==> src/rtl/qlg_pkg.sv <==
package qlg_pkg;

    localparam int OP_W = 3;

    typedef enum logic [OP_W-1:0] {
        OP_ADD  = 3'd0,
        OP_SUB  = 3'd1,
        OP_AND  = 3'd2,
        OP_OR   = 3'd3,
        OP_XOR  = 3'd4,
        OP_PASS = 3'd5,
        OP_MUL  = 3'd6,
        OP_LOAD = 3'd7
    } op_e;

endpackage

==> src/rtl/qlg_prio_arb.sv <==
module qlg_prio_arb #(
    parameter int N = 4
) (
    input  logic [N-1:0] req,
    output logic [N-1:0] gnt
);

    always_comb begin
        logic taken;
        taken = 1'b0;
        for (int i = 0; i < N; i++) begin
            gnt[i] = req[i] && !taken;
            taken  = taken || req[i];
        end
    end

endmodule

==> src/rtl/qlg_stagger.sv <==
module qlg_stagger #(
    parameter int NUM_LANES = 4
) (
    input  logic                 clk,
    input  logic                 rst_n,
    input  logic                 launch,
    input  logic                 skew_mode,
    output logic [NUM_LANES-1:0] lane_en,
    output logic                 skew_q
);

    localparam int CNT_W = (NUM_LANES > 1) ? $clog2(NUM_LANES) : 1;
    localparam logic [CNT_W-1:0] CNT_MAX = CNT_W'(NUM_LANES - 1);

    typedef struct packed {
        logic             active;
        logic             skew;
        logic [CNT_W-1:0] cnt;
    } stag_state_t;

    stag_state_t st_d, st_q;

    always_comb begin
        st_d = st_q;
        if (launch) begin
            st_d.active = 1'b1;
            st_d.skew   = skew_mode;
            st_d.cnt    = '0;
        end else if (st_q.active && st_q.cnt != CNT_MAX) begin
            st_d.cnt = st_q.cnt + 1'b1;
        end
    end

    always_ff @(posedge clk or negedge rst_n) begin
        if (!rst_n) st_q <= '0;
        else        st_q <= st_d;
    end

    assign skew_q = st_q.skew;

    for (genvar k = 0; k < NUM_LANES; k++) begin : g_en
        if (k == 0) begin : g_first
            assign lane_en[k] = st_q.active;
        end else begin : g_rest
            assign lane_en[k] = st_q.active && (!st_q.skew || st_q.cnt >= CNT_W'(k));
        end
    end

endmodule

==> src/rtl/qlg_lane.sv <==
module qlg_lane
    import qlg_pkg::*;
#(
    parameter int DATA_W = 16,
    parameter int RES_W  = 32
) (
    input  logic              clk,
    input  logic              rst_n,
    input  logic              in_valid,
    input  logic [OP_W-1:0]   in_op,
    input  logic [DATA_W-1:0] in_a,
    input  logic [DATA_W-1:0] in_b,
    input  logic              enable,
    input  logic              group_hold,
    input  logic              mul_gnt,
    input  logic              mem_gnt,
    input  logic [RES_W-1:0]  mul_prod,
    input  logic [DATA_W-1:0] mem_rdata,
    output logic              in_ready,
    output logic              mul_req,
    output logic              mem_req,
    output logic              stall,
    output logic              res_valid,
    output logic [RES_W-1:0]  res_data,
    output logic [DATA_W-1:0] slot_a,
    output logic [DATA_W-1:0] slot_b
);

    typedef struct packed {
        logic              slot_v;
        op_e               slot_op;
        logic [DATA_W-1:0] slot_a;
        logic [DATA_W-1:0] slot_b;
        logic              res_v;
        logic              res_load;
        logic [RES_W-1:0]  res_val;
    } lane_state_t;

    lane_state_t st_d, st_q;
    logic        done;

    function automatic logic [DATA_W-1:0] alu_fn(input op_e op,
                                                input logic [DATA_W-1:0] a,
                                                input logic [DATA_W-1:0] b);
        case (op)
            OP_ADD:  return a + b;
            OP_SUB:  return a - b;
            OP_AND:  return a & b;
            OP_OR:   return a | b;
            OP_XOR:  return a ^ b;
            default: return a;
        endcase
    endfunction

    assign mul_req  = st_q.slot_v && st_q.slot_op == OP_MUL;
    assign mem_req  = st_q.slot_v && st_q.slot_op == OP_LOAD;
    assign stall    = (mul_req && !mul_gnt) || (mem_req && !mem_gnt);
    assign done     = st_q.slot_v && !stall;
    assign in_ready = enable && !stall && !group_hold;

    always_comb begin
        st_d       = st_q;
        st_d.res_v = done;
        if (done) begin
            st_d.res_load = (st_q.slot_op == OP_LOAD);
            if (st_q.slot_op == OP_MUL) st_d.res_val = mul_prod;
            else                        st_d.res_val = RES_W'(alu_fn(st_q.slot_op, st_q.slot_a, st_q.slot_b));
        end
        if (in_valid && in_ready) begin
            st_d.slot_v  = 1'b1;
            st_d.slot_op = op_e'(in_op);
            st_d.slot_a  = in_a;
            st_d.slot_b  = in_b;
        end else if (done) begin
            st_d.slot_v = 1'b0;
        end
    end

    always_ff @(posedge clk or negedge rst_n) begin
        if (!rst_n) st_q <= '0;
        else        st_q <= st_d;
    end

    assign res_valid = st_q.res_v;
    assign res_data  = st_q.res_load ? RES_W'(mem_rdata) : st_q.res_val;
    assign slot_a    = st_q.slot_a;
    assign slot_b    = st_q.slot_b;

endmodule

==> src/rtl/quad_lane_group.sv <==
module quad_lane_group
    import qlg_pkg::*;
#(
    parameter int NUM_LANES = 4,
    parameter int DATA_W    = 16,
    parameter int ADDR_W    = 8
) (
    input  logic                          clk,
    input  logic                          rst_n,
    input  logic                          launch,
    input  logic                          skew_mode,
    input  logic [NUM_LANES-1:0]          in_valid,
    input  logic [NUM_LANES*OP_W-1:0]     in_op,
    input  logic [NUM_LANES*DATA_W-1:0]   in_a,
    input  logic [NUM_LANES*DATA_W-1:0]   in_b,
    output logic [NUM_LANES-1:0]          in_ready,
    output logic [NUM_LANES-1:0]          lane_stall,
    output logic [NUM_LANES-1:0]          res_valid,
    output logic [NUM_LANES*2*DATA_W-1:0] res_data,
    output logic                          mem_req,
    output logic [ADDR_W-1:0]             mem_addr,
    input  logic [DATA_W-1:0]             mem_rdata
);

    localparam int RES_W = 2 * DATA_W;

    logic [NUM_LANES-1:0]        lane_en;
    logic                        skew_q;
    logic                        group_hold;
    logic [NUM_LANES-1:0]        mul_lreq, mul_gnt;
    logic [NUM_LANES-1:0]        mem_lreq, mem_gnt;
    logic [NUM_LANES*DATA_W-1:0] hold_a, hold_b;
    logic [DATA_W-1:0]           mul_a, mul_b;
    logic [RES_W-1:0]            mul_prod;

    qlg_stagger #(.NUM_LANES(NUM_LANES)) u_stagger (
        .clk       (clk),
        .rst_n     (rst_n),
        .launch    (launch),
        .skew_mode (skew_mode),
        .lane_en   (lane_en),
        .skew_q    (skew_q)
    );

    qlg_prio_arb #(.N(NUM_LANES)) u_mul_arb (.req(mul_lreq), .gnt(mul_gnt));
    qlg_prio_arb #(.N(NUM_LANES)) u_mem_arb (.req(mem_lreq), .gnt(mem_gnt));

    assign group_hold = !skew_q && (|lane_stall);

    always_comb begin
        mul_a    = '0;
        mul_b    = '0;
        mem_addr = '0;
        for (int k = 0; k < NUM_LANES; k++) begin
            if (mul_gnt[k]) begin
                mul_a = mul_a | hold_a[k*DATA_W +: DATA_W];
                mul_b = mul_b | hold_b[k*DATA_W +: DATA_W];
            end
            if (mem_gnt[k]) mem_addr = mem_addr | hold_a[k*DATA_W +: ADDR_W];
        end
    end

    assign mul_prod = {{DATA_W{1'b0}}, mul_a} * {{DATA_W{1'b0}}, mul_b};
    assign mem_req  = |mem_gnt;

    for (genvar k = 0; k < NUM_LANES; k++) begin : g_lane
        qlg_lane #(.DATA_W(DATA_W), .RES_W(RES_W)) u_lane (
            .clk        (clk),
            .rst_n      (rst_n),
            .in_valid   (in_valid[k]),
            .in_op      (in_op[k*OP_W +: OP_W]),
            .in_a       (in_a[k*DATA_W +: DATA_W]),
            .in_b       (in_b[k*DATA_W +: DATA_W]),
            .enable     (lane_en[k]),
            .group_hold (group_hold),
            .mul_gnt    (mul_gnt[k]),
            .mem_gnt    (mem_gnt[k]),
            .mul_prod   (mul_prod),
            .mem_rdata  (mem_rdata),
            .in_ready   (in_ready[k]),
            .mul_req    (mul_lreq[k]),
            .mem_req    (mem_lreq[k]),
            .stall      (lane_stall[k]),
            .res_valid  (res_valid[k]),
            .res_data   (res_data[k*RES_W +: RES_W]),
            .slot_a     (hold_a[k*DATA_W +: DATA_W]),
            .slot_b     (hold_b[k*DATA_W +: DATA_W])
        );
    end

endmodule

==> config.mk <==
export PLATFORM = sky130hd
export DESIGN_NAME = quad_lane_group
export DESIGN_NICKNAME = d
export VERILOG_FILES = /design/src/rtl/qlg_pkg.sv /design/src/rtl/qlg_prio_arb.sv /design/src/rtl/qlg_stagger.sv /design/src/rtl/qlg_lane.sv /design/src/rtl/quad_lane_group.sv
export SDC_FILE = /design/constraint.sdc
export NUM_CORES = 2
export LEC_CHECK = 0
export ABC_AREA = 0
export CAP_MARGIN = 0
export CORE_ASPECT_RATIO = 1.75
export CORE_UTILIZATION = 45
export CTS_CLUSTER_SIZE = 24
export DETAILED_ROUTE_END_ITERATION = 10
export HOLD_SLACK_MARGIN = 0.03
export PLACE_DENSITY = 0.66
export SKIP_CTS_REPAIR_TIMING = 1
export SKIP_LAST_GASP = 1
export SLEW_MARGIN = 5
export SYNTH_ARGS = -nofsm -noshare
export SYNTH_HDL_FRONTEND = slang
export SYNTH_SLANG_ARGS = --single-unit
export TNS_END_PERCENT = 10
==> constraint.sdc <==
create_clock -name clk -period 10.8 [get_ports clk]
set_input_delay 1.08 -clock clk [delete_from_list [all_inputs] [get_ports clk]]
set_output_delay 1.08 -clock clk [all_outputs]
set_load 0.005 [all_outputs]
==> summary.log <==
[yosys] area fraction in compound gates after synthesis 0.182
[timing] Final Hold Slack 0.469 ns
[timing] Tightest Pin Transition 1.40 ns
[yosys] average instance area after synthesis 8.86 µm²
[routing] sum of routed wire length over all layers 126 mm
[placed_design] pre-CTS setup slack 1.79 ns
[routing] vias 27908
[yosys] distinct cell type count of the synthesized netlist 89
[grt] pin count of the biggest net entering global routing 105
[yosys] #FFs+latches synth 284
[placed_design] number of buffers added on ports 311
[routing] 1st-iter DRT viols 2897
[routing] Final ANT Viol Nets 0
[clock_tree] clock transition time at the flip-flop clock pins of the worst setup and hold paths 0.07 ns
[worst_setup_path] timing startpoint of the critical path g_lane[1].u_lane.st_q[66]
[timing] Final Hold Violating Endpoints 0
[timing] PnR worst setup slack 1.62 ns
[timing] largest clock skew in the final design 0.0181 ns
[yosys] commonest register cell after synthesis dfrtp_1
[finish] Area Overhead vs Synth 16.7%
[floorplanning] Std-Cell Rows 125
[outcome] outcome completed
[clock_tree] Sinks on Clock Net 284
[floorplanning] Initial Util 0.457
[worst_setup_path] data required time of the critical path 11.29 ns
[grt] wire length of the first global-routing pass 182 mm
[grt] grt total ovfl 0
[yosys] adder and majority gate portion of the synthesized area 0.253
[yosys] share of flip-flops with an asynchronous set or reset 1.00
[yosys] multiplexer share of the synthesized area 0.0863
[routing] average via count per standard cell 6.07
[finish] most common library cell in the layout ignoring fill and taps inv_1
[yosys] Gate Count Post-Synth 3440
[worst_setup_path] CP Launch Type register
[yosys] synthesized-area fraction occupied by and/or/nand/nor cells 0.129
[timing] RSZ-0062 raised after global routing no
[yosys] Synth warnings 0
[pwr] worst supply voltage drop on vdd 0.142 mV
[finish] Final Util 0.534
[yosys] Syn Nets 4101
[timing] relative max-transition margin 0.0693
[timing] Slew Viols, Final 0
[floorplanning] die area 68800 µm²
[worst_setup_path] arrival time reported for the critical path endpoint 9.67 ns
[finish] share of cells above drive strength 1 0.104
[clock_tree] Max Root-Sink Buffers 3
[yosys] sequential element share of the synthesized area 0.233
[job] Max Cap Violations 0
[routing] detailed-route wire length per cell 27.3 µm
[clock_tree] root cell of the clock tree clkbuf_16
[grt] via count of the first global-routing pass 28330
[finish] number of nets at the end of the flow 4344
[finish] Filler cells 6406
[clock_tree] cts bufs inserted 30
[worst_setup_path] R2R depth 26
[worst_setup_path] critical setup path kind register to register
[routing] count of unresolved DRC violations after routing 0
[floorplanning] Die X 199 µm
[clock_tree] CTS tree yes
[yosys] number of synthesized flops with an enable pin 0
[worst_setup_path] CP endpoint g_lane[2].u_lane.st_q[29]
[clock_tree] Clock H-tree levels 1
[worst_setup_path] critical register-to-register path startpoint g_lane[1].u_lane.st_q[66]
[finish] top library cells by usage in the layout, fill and taps aside inv_1 (400), nand2_1 (346), clkdlybuf4s50_1 (310), ha_1 (299), nor2_1 (290)
[placed_design] half-perimeter wire length after detailed placement 99.2 mm
[routing] Pre-antenna DRT Iters 7
[floorplanning] IO Count 313
[timing] summed negative setup slack over all endpoints 0 ns
[grt] antenna violations before repair 4
[clock_tree] Clk Latency, worst-skew pair 0.63 ns
[placed_design] RePlAce Congestion 1.03
[timing] post-route fraction of the period consumed by the critical path 0.850
[pwr] power density of the placed cells 188 nW/µm²
[floorplanning] Placeable Area 66600 µm²
[finish] FF+latch area 7110 µm²
[yosys] XOR/XNOR share of the synthesized area 0.0385
[worst_setup_path] reg2reg end g_lane[2].u_lane.st_q[29]
[timing] final setup fails 0
[timing] maximum frequency from static timing analysis 109 MHz
[hold_path] class of the tightest hold or removal check input pin to async pin
[yosys] largest family of logic cells by synthesized area adder cells
[grt] Total Routing Usage GR 0.366
[yosys] post-synthesis instance area 30500 µm²
[floorplanning] Die Height 346 µm
[timing] time the final worst path needs with I/O delays and setup 9.18 ns
[worst_setup_path] highest fanout seen on the critical path 35
[worst_setup_path] reg-to-reg setup timing slack 1.62 ns
[finish] total area of multi-input combinational cells 21000 µm²
[pwr] Static Leak 16.6 nW
[worst_setup_path] endpoint class of the critical path register
Yosys cell counts, types with 18 or more instances:
library cell,number,area share
a31oi_1,37,0.0076
dfrtp_1,284,0.23
fa_1,198,0.13
mux2_4,58,0.029
o21ai_1,18,0.0030
nand2_1,346,0.043
nand3_1,52,0.0085
ha_1,299,0.12
o21ai_0,142,0.023
clkbuf_1,110,0.014
a21oi_1,234,0.038
xnor2_1,106,0.030
xor2_1,26,0.0075
a221oi_1,54,0.016
buf_1,22,0.0027
a21o_1,36,0.0089
nor3_1,34,0.0056
nor2_1,291,0.036
a22oi_1,40,0.0099
and2_1,20,0.0041
buf_2,24,0.0039
a22o_1,53,0.015
nor2b_1,75,0.015
inv_1,400,0.049
mux2_2,150,0.055
o22ai_1,56,0.011
registers in the layout (all words and copies together) (netlist names):
signal	count
g_lane.u_lane.st_q	148
g_lane.u_lane.slot_a	64
g_lane.u_lane.slot_b	64
g_lane.u_lane.res_valid	4
u_stagger.st_q	2
u_stagger.lane_en	1
u_stagger.skew_q	1
worst min-delay path by stage:
stage / from / to / slack, ns / depth (start not counted)
after floorplan: g_lane[0].u_lane.st_q[69] / g_lane[0].u_lane.res_valid / 0.35 / 0
after global placement: g_lane[3].u_lane.st_q[5] / g_lane[3].u_lane.st_q[5] / 0.45 / 2
after detailed placement: g_lane[1].u_lane.st_q[6] / g_lane[1].u_lane.st_q[6] / 0.46 / 1
after CTS: g_lane[1].u_lane.st_q[6] / g_lane[1].u_lane.st_q[6] / 0.48 / 1
after global routing: g_lane[2].u_lane.st_q[19] / g_lane[2].u_lane.st_q[19] / 0.50 / 2
final: rst_n / g_lane[1].u_lane.slot_a[10] / 0.47 / 1
cells by family (layout without fill, tap and decap cells):
| logic type | Yosys count | count (layout) |
|---|---|---|
| muxes | 215 | 215 |
| xor gates and xnor gates | 133 | 133 |
| AOI/OAI and AO/OA | 832 | 832 |
| buffers and inverters | 587 | 851 |
| other | 1 | 2 |
| and+or+nand+nor | 891 | 891 |
| adders and majority gates | 497 | 497 |
| DFF | 284 | 284 |
area by class of cell:
class,instances,area share
Tap cell,889,0.0313
Sequential cell,284,0.200
Inverter,406,0.0428
Multi-Input combinational cell,2569,0.591
Clock buffer,40,0.0247
Clock inverter,13,0.00531
Antenna cell,1,0.0000703
Timing Repair Buffer,392,0.105
through the flow:
| step | cells | area [µm²] | total power [mW] |
|---|---|---|---|
| after floorplan | 3440 | 30500 | 3.94 |
| after global placement | 4540 | 34500 | 5.43 |
| after detailed placement | 4540 | 34500 | 5.45 |
| after CTS | 4593 | 35600 | 6.63 |
| after global routing | 4594 | 35600 | 7.07 |
| final | 4594 | 35600 | 6.71 |
layer usage:
layer	vias up	global-route usage	routed length (µm)
met3	477	0.0614	9200
met4	2	0.336	13800
met1	13705	0.393	42000
li1	12283	-	-
met5	-	0	13
met2	1441	0.610	60500
worst max-delay path, stage by stage, from the launching register on:
cell	delay, ns
dfrtp_1	0.40
and4b_1	0.44
buf_4	0.42
nor2_2	0.25
a22oi_1	0.37
nor2_1	0.10
a221oi_1	1.09
nor2_1	0.19
fa_1	0.59
inv_1	0.05
fa_1	0.46
fa_1	0.51
inv_1	0.05
fa_1	0.50
fa_1	0.49
inv_1	0.06
fa_1	0.48
inv_1	0.04
ha_1	0.38
nand4_1	0.17
nor2_1	0.06
a21oi_1	0.38
a21oi_1	0.16
a211oi_1	0.58
o21bai_1	0.18
xnor2_1	0.44
o21ai_0	0.17
power by group:
group | total [mW] | leakage (nW) | switching, mW | internal (mW)
Clock | 1.16 | 0.526 | 0.493 | 0.667
Combinational | 3.83 | 12.5 | 2.21 | 1.62
Sequential | 1.72 | 3.49 | 0.422 | 1.30
Total | 6.71 | 16.6 | 3.12 | 3.59
No activity file was read; power rests on OpenSTA's default activity.
